===== src/rtl/lod_pkg.sv =====
// Shared encodings for the lock ownership directory.
package lod_pkg;

    typedef enum logic {
        OP_REQUEST = 1'b0,
        OP_GIVEUP  = 1'b1
    } lod_op_e;

    typedef enum logic [1:0] {
        RSP_GRANT = 2'd0,
        RSP_ASK   = 2'd1,
        RSP_RETRY = 2'd2,
        RSP_ACK   = 2'd3
    } lod_rsp_e;

endpackage


===== src/rtl/lod_table.sv =====
// Entry storage of the directory: ENTRIES registers of {valid, lock, owner}.
// Assumes at most one write per cycle; a write sets all fields of one slot.
module lod_table #(
    parameter int ENTRIES = 16,
    parameter int LOCK_W  = 8,
    parameter int PROC_W  = 5,
    localparam int IDX_W  = $clog2(ENTRIES)
) (
    input  logic               clk,
    input  logic               rst_n,
    input  logic               wr_en,
    input  logic [IDX_W-1:0]   wr_idx,
    input  logic               wr_valid,
    input  logic [LOCK_W-1:0]  wr_lock,
    input  logic [PROC_W-1:0]  wr_owner,
    output logic [ENTRIES-1:0] valid_q,
    output logic [LOCK_W-1:0]  lock_q  [ENTRIES],
    output logic [PROC_W-1:0]  owner_q [ENTRIES]
);

    for (genvar e = 0; e < ENTRIES; e++) begin : g_slot
        // Update one slot when the write index selects it.
        always_ff @(posedge clk) begin
            if (!rst_n) begin
                valid_q[e] <= 1'b0;
                lock_q[e]  <= '0;
                owner_q[e] <= '0;
            end else if (wr_en && (wr_idx == IDX_W'(e))) begin
                valid_q[e] <= wr_valid;
                lock_q[e]  <= wr_lock;
                owner_q[e] <= wr_owner;
            end
        end
    end

endmodule


===== src/rtl/lod_match.sv =====
// Associative search: finds the slot holding a lock ID and the lowest free slot.
// Assumes the table keeps lock IDs unique among valid slots (checked here).
module lod_match #(
    parameter int ENTRIES = 16,
    parameter int LOCK_W  = 8,
    localparam int IDX_W  = $clog2(ENTRIES)
) (
    input  logic               clk,
    input  logic               rst_n,
    input  logic [ENTRIES-1:0] valid_q,
    input  logic [LOCK_W-1:0]  lock_q [ENTRIES],
    input  logic [LOCK_W-1:0]  key,
    output logic               hit,
    output logic [IDX_W-1:0]   hit_idx,
    output logic               full,
    output logic [IDX_W-1:0]   free_idx
);

    logic [ENTRIES-1:0] hit_vec;

    for (genvar e = 0; e < ENTRIES; e++) begin : g_cmp
        assign hit_vec[e] = valid_q[e] && (lock_q[e] == key);
    end

    // Encode the matching slot; at most one bit is set.
    always_comb begin
        hit_idx = '0;
        for (int e = 0; e < ENTRIES; e++) begin
            if (hit_vec[e]) hit_idx = IDX_W'(e);
        end
    end

    // Pick the lowest-numbered empty slot.
    always_comb begin
        free_idx = '0;
        for (int e = ENTRIES - 1; e >= 0; e--) begin
            if (!valid_q[e]) free_idx = IDX_W'(e);
        end
    end

    assign hit  = |hit_vec;
    assign full = &valid_q;

    AST_UNIQUE_LOCK: assert property (@(posedge clk) disable iff (!rst_n)
        $onehot0(hit_vec));

endmodule


===== src/rtl/lod_decide.sv =====
// Command decision: turns a lookup result into a table write and a response.
// Assumes a single command per cycle; purely combinational.
module lod_decide
    import lod_pkg::*;
#(
    parameter int ENTRIES = 16,
    parameter int PROC_W  = 5,
    localparam int IDX_W  = $clog2(ENTRIES)
) (
    input  logic              cmd_en,
    input  lod_op_e           op,
    input  logic [PROC_W-1:0] proc,
    input  logic              hit,
    input  logic [IDX_W-1:0]  hit_idx,
    input  logic [PROC_W-1:0] hit_owner,
    input  logic              full,
    input  logic [IDX_W-1:0]  free_idx,
    output logic              wr_en,
    output logic [IDX_W-1:0]  wr_idx,
    output logic              wr_valid,
    output lod_rsp_e          rsp_code,
    output logic [PROC_W-1:0] rsp_owner
);

    // Decide the table update and the reply for the staged command.
    always_comb begin
        wr_en     = 1'b0;
        wr_idx    = hit_idx;
        wr_valid  = 1'b1;
        rsp_code  = RSP_ACK;
        rsp_owner = '0;
        if (op == OP_REQUEST) begin
            if (hit) begin
                wr_en     = cmd_en;
                rsp_code  = RSP_ASK;
                rsp_owner = hit_owner;
            end else if (!full) begin
                wr_en    = cmd_en;
                wr_idx   = free_idx;
                rsp_code = RSP_GRANT;
            end else begin
                rsp_code = RSP_RETRY;
            end
        end else begin
            if (hit && (hit_owner == proc)) begin
                wr_en    = cmd_en;
                wr_valid = 1'b0;
            end
        end
    end

endmodule


===== src/rtl/lock_owner_dir.sv =====
// Lock ownership directory top. Stage 1 registers the accepted command;
// stage 2 searches the table, updates it and registers the response.
// Assumes the response consumer is always able to take a response.
module lock_owner_dir
    import lod_pkg::*;
#(
    parameter int ENTRIES = 16,
    parameter int LOCK_W  = 8,
    parameter int PROC_W  = 5
) (
    input  logic              clk,
    input  logic              rst_n,
    input  logic              cmd_valid,
    output logic              cmd_ready,
    input  logic              cmd_op,
    input  logic [LOCK_W-1:0] cmd_lock,
    input  logic [PROC_W-1:0] cmd_proc,
    output logic              rsp_valid,
    output logic [1:0]        rsp_code,
    output logic [PROC_W-1:0] rsp_owner
);

    localparam int IDX_W = $clog2(ENTRIES);

    logic               accept;
    logic               s1_valid;
    lod_op_e            s1_op;
    logic [LOCK_W-1:0]  s1_lock;
    logic [PROC_W-1:0]  s1_proc;

    logic [ENTRIES-1:0] valid_q;
    logic [LOCK_W-1:0]  lock_q  [ENTRIES];
    logic [PROC_W-1:0]  owner_q [ENTRIES];

    logic               hit;
    logic               full;
    logic [IDX_W-1:0]   hit_idx;
    logic [IDX_W-1:0]   free_idx;
    logic               wr_en;
    logic [IDX_W-1:0]   wr_idx;
    logic               wr_valid;
    lod_rsp_e           dec_code;
    logic [PROC_W-1:0]  dec_owner;

    assign accept = cmd_valid && cmd_ready;

    // Ready rises once reset is released.
    always_ff @(posedge clk) begin
        if (!rst_n) cmd_ready <= 1'b0;
        else        cmd_ready <= 1'b1;
    end

    // Stage 1: capture the accepted command.
    always_ff @(posedge clk) begin
        if (!rst_n) begin
            s1_valid <= 1'b0;
            s1_op    <= OP_REQUEST;
            s1_lock  <= '0;
            s1_proc  <= '0;
        end else begin
            s1_valid <= accept;
            s1_op    <= lod_op_e'(cmd_op);
            s1_lock  <= cmd_lock;
            s1_proc  <= cmd_proc;
        end
    end

    lod_table #(.ENTRIES(ENTRIES), .LOCK_W(LOCK_W), .PROC_W(PROC_W)) i_table (
        .clk      (clk),
        .rst_n    (rst_n),
        .wr_en    (wr_en),
        .wr_idx   (wr_idx),
        .wr_valid (wr_valid),
        .wr_lock  (s1_lock),
        .wr_owner (s1_proc),
        .valid_q  (valid_q),
        .lock_q   (lock_q),
        .owner_q  (owner_q)
    );

    lod_match #(.ENTRIES(ENTRIES), .LOCK_W(LOCK_W)) i_match (
        .clk      (clk),
        .rst_n    (rst_n),
        .valid_q  (valid_q),
        .lock_q   (lock_q),
        .key      (s1_lock),
        .hit      (hit),
        .hit_idx  (hit_idx),
        .full     (full),
        .free_idx (free_idx)
    );

    lod_decide #(.ENTRIES(ENTRIES), .PROC_W(PROC_W)) i_decide (
        .cmd_en    (s1_valid),
        .op        (s1_op),
        .proc      (s1_proc),
        .hit       (hit),
        .hit_idx   (hit_idx),
        .hit_owner (owner_q[hit_idx]),
        .full      (full),
        .free_idx  (free_idx),
        .wr_en     (wr_en),
        .wr_idx    (wr_idx),
        .wr_valid  (wr_valid),
        .rsp_code  (dec_code),
        .rsp_owner (dec_owner)
    );

    // Stage 2: register the response of the staged command.
    always_ff @(posedge clk) begin
        if (!rst_n) begin
            rsp_valid <= 1'b0;
            rsp_code  <= '0;
            rsp_owner <= '0;
        end else begin
            rsp_valid <= s1_valid;
            rsp_code  <= s1_valid ? dec_code  : '0;
            rsp_owner <= s1_valid ? dec_owner : '0;
        end
    end

    AST_RSP_AFTER_TWO: assert property (@(posedge clk) disable iff (!rst_n)
        accept |=> ##1 rsp_valid);
    AST_NO_STRAY_RSP: assert property (@(posedge clk) disable iff (!rst_n)
        rsp_valid |-> $past(accept, 2));
    AST_RETRY_NO_CHANGE: assert property (@(posedge clk) disable iff (!rst_n)
        (s1_valid && s1_op == OP_REQUEST && !hit && full) |=> $stable(valid_q));
    AST_GIVEUP_NO_ALLOC: assert property (@(posedge clk) disable iff (!rst_n)
        (s1_valid && s1_op == OP_GIVEUP) |=>
            ($countones(valid_q) <= $past($countones(valid_q))));

endmodule


===== config.mk =====
export PLATFORM = sky130hd
export DESIGN_NAME = lock_owner_dir
export DESIGN_NICKNAME = d
export VERILOG_FILES = /design/src/rtl/lod_pkg.sv /design/src/rtl/lod_table.sv /design/src/rtl/lod_match.sv /design/src/rtl/lod_decide.sv /design/src/rtl/lock_owner_dir.sv
export SDC_FILE = /design/constraint.sdc
export NUM_CORES = 1
export LEC_CHECK = 0
export ABC_AREA = 1
export CORE_MARGIN = 8
export CORE_UTILIZATION = 45
export DETAILED_ROUTE_END_ITERATION = 8
export PLACE_DENSITY = 0.62
export SETUP_SLACK_MARGIN = 0.15
export SYNTH_ARGS = -nofsm -noshare
export SYNTH_HDL_FRONTEND = slang
export SYNTH_SLANG_ARGS = --single-unit
export TNS_END_PERCENT = 1

===== constraint.sdc =====
create_clock -name clk -period 9.6 [get_ports clk]
set_input_delay 1.92 -clock clk [delete_from_list [all_inputs] [get_ports clk]]
set_output_delay 1.92 -clock clk [all_outputs]
set_load 0.02 [all_outputs]

==> results by group, run 1 <==
Run status
  – Status: finished clean

Clocking
  – H-tree depth: 1
  – Clock Path Buffers: 3
  – Root Driver: clkbuf_16
  – CTS tree: yes
  – Hold Buf Count CTS: 0
  – CTS Buf Count: 30
  – Postcts setup bufs: 0
  – Worst-Skew Late Latency: 0.56 ns
  – Clock sinks: 248
  – Worst-path clk slew: 0.06 ns
  – Post-CTS sizing: 0

Finish
  – Most frequent cells in the layout: nand2_1 (659), inv_1 (461), nor2_1 (308)
  – Ant. Diodes: 0
  – Share of cells above drive strength 1: 5.66%
  – Area grow syn2layout: 7.40%
  – Final core utilization: 48.9%
  – Fin area: 15800 um2
  – Fillers: 3428
  – Fin nets: 2346
  – Most common cell after layout, fill and taps aside: nand2_1
  – Post-route insts no fill: 2790

STA
  – RSZ-0062 raised after global routing: no
  – Hold_ws: 0.489 ns
  – Fin. Hold Viols: 0
  – Slew @ Worst Pin: 1.12 ns
  – Fmax: 145 MHz
  – Max-slew violations: 0
  – Minimum clock period: 6.92 ns
  – Final Skew: 0.0137 ns
  – Post-route clock period utilization: 72.1%
  – Worst Slack Setup Final: 2.68 ns
  – TNS Setup: 0 ns
  – Setup violators final: 0
  – Rel. slew slack: 25.4%

Placement
  – Placed Cells: 2739
  – Hpwl dp: 27.1 mm
  – Post-Place Worst Slack: 2.88 ns
  – Buffers on Ports: 25
  – Placement Cell Area: 14900 um2
  – GP Congestion: 0.898

Route
  – Per-cell routed wire length: 16.3 um
  – DR pass1 iterations: 6
  – DR vias/cell: 5.14
  – First DRT Iteration DRCs: 1257
  – Final WL: 45.3 mm
  – DR vias: 14350
  – Residual DRC count: 0
  – Antenna viol nets, final: 0

Yosys
  – Flops & latches, synth: 248
  – Largest family of logic cells by synthesized area: simple AND/OR/NAND/NOR gates
  – Syn. warnings: 0
  – Simple-gate share of the synthesized area: 43.0%
  – Yosys top cell by area: dfxtp_1
  – Syn nets: 2427
  – Ranking of synthesized cells by area: dfxtp_1 (34%), nand2_1 (17%), inv_1 (12%), nand4_1 (10%), nor2_1 (7.9%)
  – Post-synthesis sequential area ratio: 33.7%
  – Synth unique cells: 42
  – Ys flop type: dfxtp_1
  – Synth Instances: 2410
  – Synth Area per Inst: 6.12 um2
  – Synth Area in Compound Gates: 2.70%
  – Multiplexer share of the synthesized area: 0%
  – Top cell type's share of synthesized area: 33.7%
  – Adder-cell share of the synthesized area: 0%
  – Synthesized area: 14800 um2
  – Synth Area in XOR/XNOR: 1.96%
  – Ys async rst share: 0%
  – Post-synth EDFFs: 0

Floorplan
  – Initial Util: 45.6%
  – DIE AREA: 38800 um2
  – Core area: 32400 um2
  – # rows: 66
  – Chip width: 197 um
  – # IOs: 26
  – Die Height: 197 um

Global routing
  – Initial antenna violation count: 0
  – Aggregate global routing overflow: 0
  – Vias in the first global route: 13566
  – First-pass GRT wire length: 73.4 mm
  – Pin count of the biggest net entering global routing: 125
  – GRT Resource Usage Total: 23.1%

Setup path
  – Critical Path AT: 7.42 ns
  – Worst Path Required: 10.10 ns
  – Startpoint types: flip-flop
  – R2R depth: 37
  – Most frequent CP cell: nand2_1
  – Setup CP Type: flip-flop to flip-flop
  – Worst setup EP type: flip-flop
  – CP Max Fanout: 124
  – Slowest Stage Delay on Critical Path: 0.98 ns
  – CP max-delay cell: dfxtp_1

Min path
  – Worst Hold Class: flip-flop to flip-flop
  – Worst hold stages: 1

Power and ir drop
  – Max IR drop VDD: 140 uV
  – Power, Total: 2.32 mW
  – Pwr Density: 147 nW/um2
  – Leakage: 7.32 nW

Job
  – MaxCap Viol Count: 0
==> metal layers <==
layer,share of wire (%),wire [um],vias up,track usage (%)
met2,46,21000,445,38.5
li1,-,-,7271,-
met3,5.6,2520,89,2.76
met5,0,0,-,0
met1,46,20600,6545,31.0
met4,2.7,1220,0,7.05
==> layout make-up <==
class / instances / area (um2) / area share (%)
Multi-Input combinational cell: 1498 / 7050 / 44.5
Sequential cell: 248 / 4970 / 31.4
Inverter: 496 / 1860 / 11.8
Clock buffer: 46 / 882 / 5.57
Tap cell: 442 / 553 / 3.49
Timing Repair Buffer: 55 / 477 / 3.01
Clock inverter: 5 / 50.0 / 0.316
==> worst paths after layout <==
kind,startpoint,slack (ns),end
max,s1_lock[3],2.68,i_table.lock_q[89]
min,cmd_ready,0.49,s1_valid
max reg2reg,s1_lock[3],2.68,i_table.lock_q[89]
min reg2reg,cmd_ready,0.49,s1_valid
==> where the power goes <==
| group | switching, mW | internal (mW) |
|---|---|---|
| clock | 0.446 | 0.650 |
| sequential | 0.0122 | 1.04 |
| combinational | 0.131 | 0.0480 |
==> Yosys cell counts (2+ instances only) <==
master,number
nand4_1,239
nand2_4,3
nand3_1,142
nand3_4,13
o21ai_0,12
buf_2,51
a2111oi_0,2
nor2_1,309
clkbuf_1,55
nor4_1,8
xnor2_1,11
nor3b_1,2
buf_1,32
clkinv_1,6
nand2_1,659
nor3_1,15
o22ai_1,15
nand3_2,4
dfxtp_1,248
a21oi_1,17
buf_4,11
a221oi_1,6
nor2_2,3
inv_2,29
inv_1,461
xor2_1,22
buf_6,18
a211oi_1,3
==> registers in the layout, indices dropped and copies added, names as in the netlist, 2 cells and up <==
signal / flops
s1_lock: 8
i_table.owner_q: 80
i_table.lock_q: 128
s1_proc: 5
rsp_owner: 5
rsp_code: 2
i_table.valid_q: 16
==> worst max-delay path, delay by kind of cell, from the launching register on <==
kind | cells | cell delay [ns]
flip-flops | 1 | 0.98
buffers and inverters | 5 | 1.62
AND/OR/NAND/NOR | 32 | 4.00
==> kinds of logic after synthesis <==
group,after synthesis
and+or+nand+nor,1403
AOI/OAI and AO/OA,62
buffers and inverters,664
xor gates and xnor gates,33
DFF,248
(Power assumes the default switching activity.)
==> run 2: changes to the inputs <==
Clock period 9.6 ns to 7.2 ns, I/O delays scaled along.
==> run 2 against run 1 <==
Fmax grew 18%. Flip-flop and latch count is the same. Highest routed layer unchanged. Via count increased by 0.63%. Routed wire length up 0.60%. Register-to-register slack got worse by 1.3 ns. Cell area increased by 0.85%. Critical endpoint is now i_table.owner_q[34].
==> results by group, run 2 (synthesized netlist as in run 1, its figures left out) <==
Route
  – DR pass1 iterations: 5 (-1)
  – Residual DRC count: 0 (unchanged)
  – Met1 WL: 21.1 mm (+2.4%)
  – DR vias/cell: 5.16 (+0.42%)
  – Per-cell routed wire length: 16.3 um (+0.38%)
  – Highest routed layer: met4
  – WL met3: 2.66 mm (+5.7%)
  – DR vias: 14441 (+0.63%)
  – Met2 Wirelength: 20.5 mm (-2.0%)
  – First DRT Iteration DRCs: 1434 (+14%)
  – Antenna viol nets, final: 0 (unchanged)
  – Final WL: 45.6 mm (+0.60%)

STA
  – Setup violators final: 0 (unchanged)
  – Rel. slew slack: 12.9% (-13 points)
  – Slew @ Worst Pin: 1.30 ns (+0.183 ns)
  – RSZ-0062 raised after global routing: no
  – Final Skew: 0.0144 ns (+0.000708 ns)
  – Fmax: 171 MHz (+18%)
  – Fin. Hold Viols: 0 (unchanged)
  – Minimum clock period: 5.85 ns (-1.07 ns)
  – TNS Setup: 0 ns (unchanged)
  – Post-route clock period utilization: 81.2% (+9.2 points)
  – Max-slew violations: 0 (unchanged)

Floorplan
  – # IOs: 26 (unchanged)
  – # rows: 66 (unchanged)
  – Chip width: 197 um (unchanged)
  – DIE AREA: 38800 um2 (unchanged)
  – Die Height: 197 um (unchanged)
  – Core area: 32400 um2 (unchanged)
  – Initial Util: 45.6% (unchanged)

Job
  – MaxCap Viol Count: 0 (unchanged)

Finish
  – Top Registers: i_table.lock_q: 128 flops, i_table.owner_q: 80 flops, i_table.valid_q: 16 flops
  – Fin nets: 2348 (+0.085%)
  – Area grow syn2layout: 8.31%
  – Most frequent cells in the layout: nand2_1 (659), inv_1 (461), nor2_1 (308)
  – Most common cell after layout, fill and taps aside: nand2_1
  – Largest register by flop count: i_table.lock_q
  – Post-route insts no fill: 2796 (+0.22%)
  – Fillers: 3381 (-1.4%)
  – Fin area: 16000 um2 (+0.85%)
  – Max reg flops: 128 (unchanged)
  – Share of cells above drive strength 1: 5.99% (+0.33 points)

Clocking
  – Post-CTS sizing: 0 (unchanged)
  – Worst-Skew Late Latency: 0.55 ns (about the same)
  – Clock sinks: 248 (unchanged)
  – Worst-path clk slew: 0.06 ns (about the same)
  – Root Driver: clkbuf_16
  – CTS Buf Count: 29 (-3.3%)
  – CTS tree: yes
  – Clock Path Buffers: 3 (unchanged)
  – Hold Buf Count CTS: 0 (unchanged)
  – H-tree depth: 1 (unchanged)
  – Postcts setup bufs: 0 (unchanged)

Setup path
  – CP Max Fanout: 90 (-27%)
  – Reg2Reg Launch Point: s1_lock[0]
  – Crit-path cells: inv_2 -> nor2_1 -> a2111oi_0 -> nand3_1 -> nor2_1 -> nor2_1 -> nand2_1 -> nand3_1 -> nand2_1 -> inv_2 -> nand3_1 -> nand3_1 -> nand3_1 -> nand2_1 -> nand2_1 -> nand2_1 -> nor2_2 -> nand3_2 -> nand2_8 -> buf_4 -> nand3_4 -> nand2_1 -> inv_2 -> nor2_1
  – Reg-to-reg endpoint: i_table.owner_q[34]
  – Startpoint types: flip-flop
  – R2R depth: 24 (-35%)
  – CP max-delay cell: inv_2
  – Worst setup EP type: flip-flop
  – Setup CP Type: flip-flop to flip-flop
  – Critical Path AT: 6.34 ns (-1.08 ns)
  – Most frequent CP cell: nand2_1
  – Worst Path Required: 7.70 ns (-2.40 ns)
  – Slowest Stage Delay on Critical Path: 0.64 ns (-0.34 ns)
  – R2R Setup Slk: 1.35 ns (-1.33 ns)

Global routing
  – First-pass GRT wire length: 73.3 mm (-0.12%)
  – Vias in the first global route: 13317 (-1.8%)
  – GRT Resource Usage Total: 23.1% (about the same)
  – Aggregate global routing overflow: 0 (unchanged)
  – Pin count of the biggest net entering global routing: 147 (+18%)
  – Initial antenna violation count: 0 (unchanged)

Power and ir drop
  – Max IR drop VDD: 174 uV (+25%)
  – Pwr Density: 201 nW/um2 (+37%)
  – Leakage: 7.38 nW (+0.92%)

Placement
  – Buffers on Ports: 25 (unchanged)
  – Hpwl dp: 27.7 mm (+2.2%)
  – Placed Cells: 2742 (+0.11%)
  – GP Congestion: 0.916 (+2.1%)
  – Placement Cell Area: 15000 um2 (+0.31%)

Min path
  – Hold EP: s1_valid
  – Worst Hold Class: flip-flop to flip-flop
  – Hold path start: cmd_ready
  – Worst hold stages: 1 (unchanged)

Run status
  – Status: finished clean
run 2: cell types whose count changed in the layout (fill, tap and decap cells not counted), sizes merged:
cell | before | now
bufinv | 1 | 3
clkbuf | 46 | 47
buf | 31 | 34
diode | 0 | 1
clkinv | 10 | 9
run 2: report_power, final:
group / switching (mW) / internal (mW) / total (mW)
Clock: 0.606 / 0.965 / 1.57
Sequential: 0.0115 / 1.38 / 1.39
Combinational: 0.180 / 0.0662 / 0.246
run 2: cell type report:
type	instances	area, um2	area share (%)
tap	442	553	3.46
antenna	1	2.50	0.0157
sequential	248	4970	31.1
clock inverter	6	105	0.658
timing repair buffer	58	524	3.28
multi-input combinational	1498	7050	44.1
clock buffer	47	913	5.72
inverter	496	1860	11.7
run 2: how the worst max path moves through the flow:
stage	start	endpoint	slack (ns)	cells past startpoint
after floorplan	s1_lock[5]	i_table.valid_q[10]	3.98	30
after global placement	s1_lock[0]	i_table.owner_q[34]	1.53	33
after detailed placement	s1_lock[0]	i_table.owner_q[34]	1.45	22
after CTS	s1_lock[0]	i_table.owner_q[34]	1.44	22
after global routing	s1_lock[0]	i_table.valid_q[9]	0.72	24
final	s1_lock[0]	i_table.owner_q[34]	1.35	24
run 2: critical path, delay by kind of cell (launching register included):
| family | cells | cell delay [ns] |
|---|---|---|
| and+or+nand+nor | 19 | 3.17 |
| buffers and inverters | 4 | 1.52 |
| DFF | 1 | 0.49 |
| AOI/OAI and AO/OA | 1 | 0.45 |
run 2: per-layer routing:
layer	up-vias	GRT usage, %
li1	7266	-
met1	6589	31.9
met5	-	0
met2	487	37.2
met4	0	7.55
met3	99	2.49
run 2: metrics by stage:
| step | power [mW] | utilization [%] | hold WS [ns] | setup WS, ns |
|---|---|---|---|---|
| after global placement | 1.66 | 46.2 | 0.470 | 1.53 |
| final | 3.21 | 49.4 | 0.488 | 1.35 |
| after floorplan | 1.60 | - | 0.486 | 3.98 |
| after detailed placement | 1.66 | 46.2 | 0.476 | 1.45 |
| after global routing | 3.32 | 49.3 | 0.504 | 0.718 |
| after CTS | 3.23 | 49.3 | 0.495 | 1.44 |
